$ cat config.mk
export PLATFORM = sky130hd
export DESIGN_NAME = gpio_port
export DESIGN_NICKNAME = d
export VERILOG_FILES = /design/src/rtl/gpio_pkg.sv /design/src/rtl/gpio_regs.sv /design/src/rtl/gpio_sync.sv /design/src/rtl/gpio_padctl.sv /design/src/rtl/gpio_port.sv
export SDC_FILE = /design/constraint.sdc
export NUM_CORES = 1
export LEC_CHECK = 0
export BUFFER_PORTS_ARGS = -buffer_cell sky130_fd_sc_hd__buf_2
export CAP_MARGIN = 20
export CORE_ASPECT_RATIO = 0.8
export CORE_UTILIZATION = 48
export DETAILED_ROUTE_END_ITERATION = 8
export PLACE_DENSITY_LB_ADDON = 0.15
export SETUP_SLACK_MARGIN = 0.1
export SYNTH_ARGS = -nofsm -noshare
export SYNTH_HDL_FRONTEND = slang
export SYNTH_SLANG_ARGS = --single-unit
$ cat constraint.sdc
create_clock -name clk -period 1.7 [get_ports clk]
set_clock_uncertainty 0.05 [all_clocks]
set_input_delay 0.085 -clock clk [delete_from_list [all_inputs] [get_ports clk]]
set_output_delay 0.085 -clock clk [all_outputs]
set_load 0.05 [all_outputs]
$ cat src/rtl/gpio_pkg.sv
`timescale 1ns/1ps
package gpio_pkg;
  localparam int ADDR_SAMPLE = 'h16;
  localparam int ADDR_DIR    = 'h17;
  localparam int ADDR_LATCH  = 'h18;
endpackage

$ cat src/rtl/gpio_regs.sv
`timescale 1ns/1ps
module gpio_regs #(
  parameter int ADDR_W    = 6,
  parameter int DW        = 8,
  parameter int PP_PINS   = 5,
  parameter bit OD_PIN_EN = 1'b1
) (
  input  logic               clk,
  input  logic               rst_n,
  input  logic [ADDR_W-1:0]  addr,
  input  logic               wr_en,
  input  logic [PP_PINS:0]   wbits,
  output logic [PP_PINS-1:0] latch_q,
  output logic [PP_PINS:0]   dir_q
);
  localparam logic [ADDR_W-1:0] A_LATCH = ADDR_W'(gpio_pkg::ADDR_LATCH);
  localparam logic [ADDR_W-1:0] A_DIR   = ADDR_W'(gpio_pkg::ADDR_DIR);

  logic wr_latch, wr_dir;
  assign wr_latch = wr_en && (addr == A_LATCH);
  assign wr_dir   = wr_en && (addr == A_DIR);

  always_ff @(posedge clk or negedge rst_n) begin
    if (!rst_n)        latch_q <= '0;
    else if (wr_latch) latch_q <= wbits[PP_PINS-1:0];
  end

  always_ff @(posedge clk or negedge rst_n) begin
    if (!rst_n)      dir_q[PP_PINS-1:0] <= '0;
    else if (wr_dir) dir_q[PP_PINS-1:0] <= wbits[PP_PINS-1:0];
  end

  generate
    if (OD_PIN_EN) begin : g_od_dir
      always_ff @(posedge clk or negedge rst_n) begin
        if (!rst_n)      dir_q[PP_PINS] <= 1'b0;
        else if (wr_dir) dir_q[PP_PINS] <= wbits[PP_PINS];
      end
    end else begin : g_in_only
      logic unused_od_bit;
      assign unused_od_bit = wbits[PP_PINS];
      assign dir_q[PP_PINS] = 1'b0;
    end
  endgenerate
endmodule

$ cat src/rtl/gpio_sync.sv
`timescale 1ns/1ps
module gpio_sync #(
  parameter int W      = 6,
  parameter int STAGES = 2
) (
  input  logic         clk,
  input  logic         rst_n,
  input  logic [W-1:0] din,
  output logic [W-1:0] dout
);
  logic [W-1:0] st [STAGES];

  always_ff @(posedge clk or negedge rst_n) begin
    if (!rst_n) st[0] <= '0;
    else        st[0] <= din;
  end

  generate
    for (genvar s = 1; s < STAGES; s++) begin : g_stage
      always_ff @(posedge clk or negedge rst_n) begin
        if (!rst_n) st[s] <= '0;
        else        st[s] <= st[s-1];
      end
    end
  endgenerate

  assign dout = st[STAGES-1];
endmodule

$ cat src/rtl/gpio_padctl.sv
`timescale 1ns/1ps
module gpio_padctl #(
  parameter int PP_PINS = 5
) (
  input  logic               rst_n,
  input  logic               pull_off,
  input  logic [PP_PINS-1:0] latch_q,
  input  logic [PP_PINS:0]   dir_q,
  output logic [PP_PINS:0]   oe,
  output logic [PP_PINS:0]   out,
  output logic [PP_PINS:0]   pu
);
  generate
    for (genvar i = 0; i < PP_PINS; i++) begin : g_pp
      assign oe[i]  = rst_n & dir_q[i];
      assign out[i] = latch_q[i];
      assign pu[i]  = rst_n & ~dir_q[i] & latch_q[i] & ~pull_off;
    end
  endgenerate

  // open-drain pin: drives low only, no pull-up
  assign oe[PP_PINS]  = rst_n & dir_q[PP_PINS];
  assign out[PP_PINS] = 1'b0;
  assign pu[PP_PINS]  = 1'b0;
endmodule

$ cat src/rtl/gpio_port.sv
`timescale 1ns/1ps
module gpio_port #(
  parameter int ADDR_W      = 6,
  parameter int DW          = 8,
  parameter int PP_PINS     = 5,
  parameter bit OD_PIN_EN   = 1'b1,
  parameter int SYNC_STAGES = 2
) (
  input  logic                 clk,
  input  logic                 rst_n,
  input  logic [ADDR_W-1:0]    addr,
  input  logic                 wr_en,
  input  logic [DW-1:0]        wdata,
  output logic [DW-1:0]        rdata,
  input  logic                 pull_off,
  input  logic [PP_PINS:0]     pad_in,
  output logic [PP_PINS:0]     pad_oe,
  output logic [PP_PINS:0]     pad_out,
  output logic [PP_PINS:0]     pad_pu
);
  localparam int NPINS = PP_PINS + 1;
  localparam logic [ADDR_W-1:0] A_LATCH  = ADDR_W'(gpio_pkg::ADDR_LATCH);
  localparam logic [ADDR_W-1:0] A_DIR    = ADDR_W'(gpio_pkg::ADDR_DIR);
  localparam logic [ADDR_W-1:0] A_SAMPLE = ADDR_W'(gpio_pkg::ADDR_SAMPLE);

  logic [PP_PINS-1:0] latch_q;
  logic [PP_PINS:0]   dir_q;
  logic [PP_PINS:0]   sampled;
  logic               unused_wdata;

  assign unused_wdata = ^wdata[DW-1:NPINS];

  gpio_regs #(
    .ADDR_W(ADDR_W), .DW(DW), .PP_PINS(PP_PINS), .OD_PIN_EN(OD_PIN_EN)
  ) u_regs (
    .clk(clk), .rst_n(rst_n), .addr(addr), .wr_en(wr_en),
    .wbits(wdata[NPINS-1:0]), .latch_q(latch_q), .dir_q(dir_q)
  );

  gpio_sync #(.W(NPINS), .STAGES(SYNC_STAGES)) u_sync (
    .clk(clk), .rst_n(rst_n), .din(pad_in), .dout(sampled)
  );

  gpio_padctl #(.PP_PINS(PP_PINS)) u_pad (
    .rst_n(rst_n), .pull_off(pull_off), .latch_q(latch_q), .dir_q(dir_q),
    .oe(pad_oe), .out(pad_out), .pu(pad_pu)
  );

  always_comb begin
    if (addr == A_LATCH)       rdata = DW'(latch_q);
    else if (addr == A_DIR)    rdata = DW'(dir_q);
    else if (addr == A_SAMPLE) rdata = DW'(sampled);
    else                       rdata = '0;
  end
endmodule

==> results of run 1 <==
-- routing by layer --
metal | track usage, % | part of all wire [%] | wire length [um] | vias to the layer above
met2 | 35.31 | 46 | 1049 | 34
met3 | 5.965 | 6.0 | 137 | 4
met4 | 6.316 | 0.79 | 18 | 0
met1 | 30.84 | 47 | 1063 | 376
li1 | - | - | - | 377
met5 | 0 | 0 | 0 | -
-- worst max-delay path, stage by stage (launching register included) --
cell and delay (ps):
dfrtp_1 420, mux2i_1 90, o2bb2ai_1 140, buf_2 280
-- synthesized netlist by cell type --
master | number | area share, %
nand3b_1 | 1 | 0.72
inv_1 | 1 | 0.36
or2_1 | 1 | 0.60
nor2_1 | 1 | 0.36
nand2b_4 | 1 | 1.3
mux2i_1 | 6 | 5.8
nor3b_1 | 5 | 3.6
clkbuf_1 | 1 | 0.36
dfrtp_1 | 23 | 56
nor3_4 | 1 | 1.6
mux2_2 | 11 | 12
nand3b_2 | 1 | 1.1
and2_1 | 6 | 3.6
nand2b_1 | 2 | 1.2
nor4_2 | 1 | 1.2
nor4_4 | 1 | 2.1
buf_4 | 4 | 2.9
conb_1 | 1 | 0.36
buf_6 | 1 | 1.1
o2bb2ai_1 | 5 | 4.2
-- sequential cells by signal, summed over array words and instances, names as in the netlist --
signal          count
u_regs.dir_q        6
u_regs.latch_q      5
u_sync.dout         6
u_sync.st           6
-- power by group --
part | switching [mW] | internal (mW)
sequential | 0.0385 | 0.596
combinational | 0.213 | 0.117
clock | 0.153 | 0.0917
-- logic make-up after synthesis --
logic type,share of synthesized area (%)
DFF,55.56
and+or+nand+nor,17.39
muxes,17.75
buffers and inverters,4.709
AOI/OAI and AO/OA,4.227
other,0.3620
-- metrics by stage --
step                      setup slack (ps)  hold slack [ps]  utilization (%)  cell area, sq um  cells
after CTS                            300.5            178.4            73.98              1451    158
after floorplan                      124.9           -260.6                -              1072     77
after detailed placement             279.7            74.03            66.01              1295    141
final                                326.4            189.2            74.55              1463    159
after global placement               302.5            77.90            66.01              1295    141
after global routing                 240.1            183.9            74.55              1463    159
-- how the worst max path moves through the flow --
stage / start / endpoint / slack [ps] / depth (start not counted)
4_1_cts: u_regs.dir_q[2] / rdata[2] / 300 / 3
6_report: u_regs.dir_q[2] / rdata[2] / 330 / 3
3_5_place_dp: addr[0] / u_regs.dir_q[2] / 280 / 4
5_1_grt: u_regs.dir_q[2] / rdata[2] / 240 / 3
3_3_place_gp: addr[0] / u_regs.dir_q[4] / 300 / 4
2_1_floorplan: addr[3] / rdata[0] / 120 / 4
-- layout make-up --
cell class	instances	area (sq um)
fill	138	499.2
sequential	23	575.6
inverter	1	3.754
timing repair buffer	60	379.1
tap	24	30.03
multi-input combinational	47	447.9
clock buffer	4	26.28
-- what timing repair did --
| item | in CTS | in global routing |
|---|---|---|
| hold buffers | 13 | 0 |
| endpoints found under the setup margin | 0 | 0 |
| endpoints found under the hold margin | 40 | 0 |
==> metrics.md, run 1 <==
| Metric | Value |
|---|---|
| Final Setup Violations | `0` |
| Post-synth cell types | `20` |
| Core ar. | `1962 sq um` |
| Vias per inst | `4.975` |
| Max Root-Sink Buffers | `2` |
| Shortest period the worst path allows | `1374 ps` |
| Buffers on Ports | `43` |
| Clk_lat worst skew | `310 ps` |
| Worst VDD drop | `0.0006979 V` |
| Max H-tree Level | `1` |
| CP Capture Type | `primary output` |
| Origin of the worst min-delay path | `addr[1]` |
| Synth-to-layout area growth | `41.18%` |
| Drt total wl | `2268 um` |
| Global-route wire length before repair | `3539 um` |
| CP Launch Type | `flip-flop` |
| Inserted Clock Buffers | `3` |
| Vias in the first global route | `737` |
| FF-to-FF setup slack | `840 ps` |
| Die Y | `43.56 um` |
| Max-cap violations | `0` |
| Clk sinks | `23` |
| Sequential fraction of the synthesis area | `55.56%` |
| Gpl congestion | `0.7425` |
| Yosys Warn Count | `0` |
| Drc violations | `0` |
| Cell Pwr Density | `826.5 nW/um^2` |
| Status | `finished clean` |
| RR Startpoint | `u_regs.latch_q[1]` |
| CP Data Required Time | `1560 ps` |
| Setup TNS | `0 ps` |
| CP arrival | `1240 ps` |
| CTS clk-pin slew, worst paths | `120 ps` |
| Worst Path Max Fanout | `4` |
| Final nets | `160` |
| DIE AREA | `2349 sq um` |
| RSZ-0062 raised after global routing | `no` |
| ANT cells | `0` |
| Ports | `50` |
| Total congestion overflow | `0` |
| Capturing point of the worst reg2reg path | `u_regs.latch_q[1]` |
| Cells after Synth | `74` |
| # Post-CTS Setup Buffers | `0` |
| Commonest cells after routing, fill and taps aside | `buf_2, dfrtp_1, dlygate4sd3_1, mux2_2` |
| R2R depth | `1` |
| Mapped Area | `1036 sq um` |
| Largest net degree at the start of global routing | `24` |
| Post-CTS resize count | `0` |
| Die width | `53.94 um` |
| Starting Density | `52.81%` |
| Period utilization | `80.80%` |
| Commonest non-fill, non-tap cell in the layout | `buf_2` |
| DRT Pass-1 Iters | `3` |
| TritonCTS clock tree | `built` |
| Vias after detailed routing | `791` |
| Hold endpoint | `u_regs.latch_q[4]` |
| Worst min-delay path class | `in2reg` |
| Hold Fails Final Rpt | `0` |
| Post-DR wirelength/cell | `14.26 um` |
| Total power | `1.209 mW` |
| Total track usage | `22.52%` |
| Fmax | `728.0 MHz` |
| Critical path type | `reg2out` |
| Avg Synthesized Cell Area | `14.00 sq um` |
| Initial antenna violation count | `0` |
| Post-synthesis register bit count | `23` |
| Post-detail-place hpwl | `1512 um` |
| CTS root buf | `clkbuf_4` |
| Detailed Route Iter0 Violations | `6` |
| Fraction of layout cells with a size suffix above 1 | `52.59%` |
| Leakage | `0.7508 nW` |
| Hold Crit Depth | `3` |
| Row count | `14` |
| Routed Antenna Nets | `0` |
| Final Max Slew Viols | `0` |
(Power assumes the default switching activity.)
==> run 2: changes to the inputs <==
--- a/config.mk
+++ b/config.mk
@@ -8,7 +8,7 @@
 export BUFFER_PORTS_ARGS = -buffer_cell sky130_fd_sc_hd__buf_2
 export CAP_MARGIN = 20
 export CORE_ASPECT_RATIO = 0.8
-export CORE_UTILIZATION = 48
+export CORE_UTILIZATION = 44
 export DETAILED_ROUTE_END_ITERATION = 8
 export PLACE_DENSITY_LB_ADDON = 0.15
 export SETUP_SLACK_MARGIN = 0.1
==> constraint.sdc (replaced) <==
create_clock -name clk -period 1.3 [get_ports clk]
set_clock_uncertainty 0.05 [all_clocks]
set_input_delay 0.065 -clock clk [delete_from_list [all_inputs] [get_ports clk]]
set_output_delay 0.065 -clock clk [all_outputs]
set_load 0.05 [all_outputs]
==> run 2 against run 1 <==
Register-to-register slack worse by 420 ps. Power up 38%. Utilization rose by 2.8 points. Global-route usage decreased by 3.6 points. The flow now finishes with violations (setup timing). Critical path depth unchanged. Die area grew 8.7%. Sequential share of layout area decreased by 4.9 points. Cell count rose by 3.8%. Sequential cell count is the same. Final area up 16%. Sequential power increased by 34%.
==> metrics.md, run 2 (same netlist as run 1, synthesis figures left out) <==
| Metric | Value |
|---|---|
| Status | `finished with violations` |
| Failing checks | `setup timing` |
| Total track usage | `18.97% (-3.6 points)` |
| Shortest period the worst path allows | `1312 ps` |
| Commonest non-fill, non-tap cell in the layout | `buf_2` |
| CTS root buf | `clkbuf_4` |
| Detailed Route Iter0 Violations | `7 (+1)` |
| Period utilization | `100.9%` |
| Relative slew slack | `58.71%` |
| TritonCTS clock tree | `built` |
| CP Launch Type | `flip-flop` |
| Routed Antenna Nets | `0 (unchanged)` |
| Area of the multi-input gates | `523.0 sq um (+17%)` |
| Fmax | `762.1 MHz` |
| Net Switching | `552.1 uW (+36%)` |
| Crit-path leading delay family | `flip-flops` |
| R2R depth | `1 (unchanged)` |
| ANT cells | `0 (unchanged)` |
| Final Setup Violations | `1 (+1)` |
| Final Max Slew Viols | `0 (unchanged)` |
| CP Data Required Time | `1190 ps (-370 ps)` |
| CTS clk-pin slew, worst paths | `120 ps (about the same)` |
| Commonest cells after routing, fill and taps aside | `buf_2, buf_6, dfrtp_1, dlygate4sd3_1, mux2_2` |
| Crit path buf inv count | `1 (unchanged)` |
| Largest stage delay, worst path | `430 ps (about the same)` |
| Inserted Clock Buffers | `3 (unchanged)` |
| Critical Path, Cell by Cell | `mux2i_1 > o2bb2ai_2 > buf_6` |
| Cell Pwr Density | `979.4 nW/um^2 (+19%)` |
| Total power | `1.664 mW (+38%)` |
| Final nets | `165 (+3.1%)` |
| Die width | `56.25 um (+4.3%)` |
| Drc violations | `0 (unchanged)` |
| Worst VDD drop | `0.0009509 V (+36%)` |
| Core ar. | `2196 sq um (+12%)` |
| Leakage | `0.8141 nW (+8.4%)` |
| Hold Fails Final Rpt | `0 (unchanged)` |
| Dpl ws | `-66.36 ps (-346.0 ps)` |
| Clk pwr share | `18.9% (-1.4 points)` |
| Global-route wire length before repair | `3588 um (+1.4%)` |
| Setup ws final | `-12.11 ps (-338.5 ps)` |
| Max-cap violations | `0 (unchanged)` |
| Starting Density | `47.18% (-5.6 points)` |
| CP Capture Type | `primary output` |
| Post-DR wirelength/cell | `14.04 um (-1.6%)` |
| Critical path type | `reg2out` |
| Worst Path Max Fanout | `4 (unchanged)` |
| RSZ-0062 raised after global routing | `yes` |
| DRT Pass-1 Iters | `3 (unchanged)` |
| DIE AREA | `2554 sq um (+8.7%)` |
| Register area | `585.6 sq um (+1.7%)` |
| Vias per inst | `4.909 (-1.3%)` |
| Area of placed instances | `1413 sq um (+9.1%)` |
| Gpl congestion | `0.7207 (-2.9%)` |
| Largest net degree at the start of global routing | `15 (-38%)` |
| Critical Path Stages | `3 (unchanged)` |
| Fraction of layout cells with a size suffix above 1 | `67.14% (+15 points)` |
| CP arrival | `1200 ps (-40 ps)` |
| Combinational Power Share | `30.0% (+2.7 points)` |
| Post-detail-place hpwl | `1602 um (+6.0%)` |
| Sequential Power Share | `51.1% (-1.4 points)` |
| Row count | `15 (+1)` |
| Cell Int Power | `1.112 mW (+38%)` |
| Clk_lat worst skew | `290 ps (-20 ps)` |
| Drt total wl | `2316 um (+2.1%)` |
| Die Y | `45.40 um (+4.2%)` |
| Fin area | `1699 sq um (+16%)` |
| Vias after detailed routing | `810 (+2.4%)` |
| Worst min-delay path class | `in2async` |
| Measured slew at the worst slew-check pin | `619.4 ps` |
| Clk sinks | `23 (unchanged)` |
| Max Root-Sink Buffers | `2 (unchanged)` |
| # Post-CTS Setup Buffers | `0 (unchanged)` |
| Sw Share | `33.18% (-0.30 points)` |
| Ports | `50 (unchanged)` |
| Synth-to-layout area growth | `64.01%` |
| Max H-tree Level | `1 (unchanged)` |
| Total congestion overflow | `0 (unchanged)` |
| Vias in the first global route | `785 (+6.5%)` |
| Filler cells | `148 (+7.2%)` |
| Buffers on Ports | `43 (unchanged)` |
| Max stage delay cell, worst path | `dfrtp_1` |
| Initial antenna violation count | `0 (unchanged)` |
==> run 2: changes by cell type in the layout (fill, tap and decap cells not counted), moves of 5 or more <==
| cell | delta |
|---|---|
| buf_2 | -17 |
| buf_4 | +6 |
| buf_6 | +14 |
| dfrtp_1 | -8 |
| dfrtp_2 | +8 |
| nor3b_2 | -5 |
| nor3b_4 | +5 |
| o2bb2ai_1 | -5 |
| o2bb2ai_2 | +5 |
==> run 2: what timing repair did <==
item | CTS | global route
pin swaps | 4 | 2
gates cloned | 0 | 0
endpoints found under the hold margin | 40 | 0
hold buffers | 13 | 0
resized for setup | 32 | 13
endpoints found under the setup margin | 16 | 23
==> run 2: worst paths after layout <==
check                      slack, ps            start                end
max in group asynchronous        570            rst_n  u_regs.latch_q[0]
hold reg to reg                  310     u_sync.st[8]     u_sync.dout[2]
min in group clk                 300          addr[1]  u_regs.latch_q[2]
setup reg to reg                 420  u_regs.dir_q[0]    u_regs.dir_q[0]
setup / recovery                 -10  u_regs.dir_q[4]           rdata[4]
hold / removal                    40            rst_n      u_sync.st[10]
==> run 2: through the flow <==
stage	utilization [%]	cells	hold WS, ps	setup TNS (ps)
6_report	77.38	165	42.38	-12.11
5_1_grt	77.38	165	86.73	-264.1
4_1_cts	76.01	165	287.9	-118.6
3_5_place_dp	64.33	148	-11.66	-344.8
3_3_place_gp	64.33	148	-16.39	-279.0
2_1_floorplan	-	77	-280.6	-104.9
==> run 2: routing by layer <==
metal	part of all wire, %	up-vias	global-route usage (%)	routed length (um)
met5	0	-	0	0
met4	0.52	0	8.780	12
met3	4.4	2	1.989	102
met2	52	27	33.33	1203
met1	43	395	24.44	998
li1	-	386	-	-
==> run 2: worst min-delay path: stages <==
cell,delay (ps)
buf_2,90
buf_4,150
dlymetal6s4s_1,590
==> run 2: area by class of cell <==
| class | instances | share of cell area (%) |
|---|---|---|
| Multi-Input combinational cell | 47 | 30.78 |
| Sequential cell | 23 | 34.46 |
| Tap cell | 25 | 1.841 |
| Clock buffer | 4 | 1.546 |
| Inverter | 1 | 0.2209 |
| Timing Repair Buffer | 65 | 31.15 |
==> run 2: power by group through the flow <==
stage	Combinational, mW	Clock, mW	Sequential, mW
2_1_floorplan	0.243	0	0.923
3_3_place_gp	0.417	0	0.856
3_5_place_dp	0.424	0	0.861
4_1_cts	0.486	0.337	0.846
5_1_grt	0.525	0.359	0.860
6_report	0.500	0.314	0.850
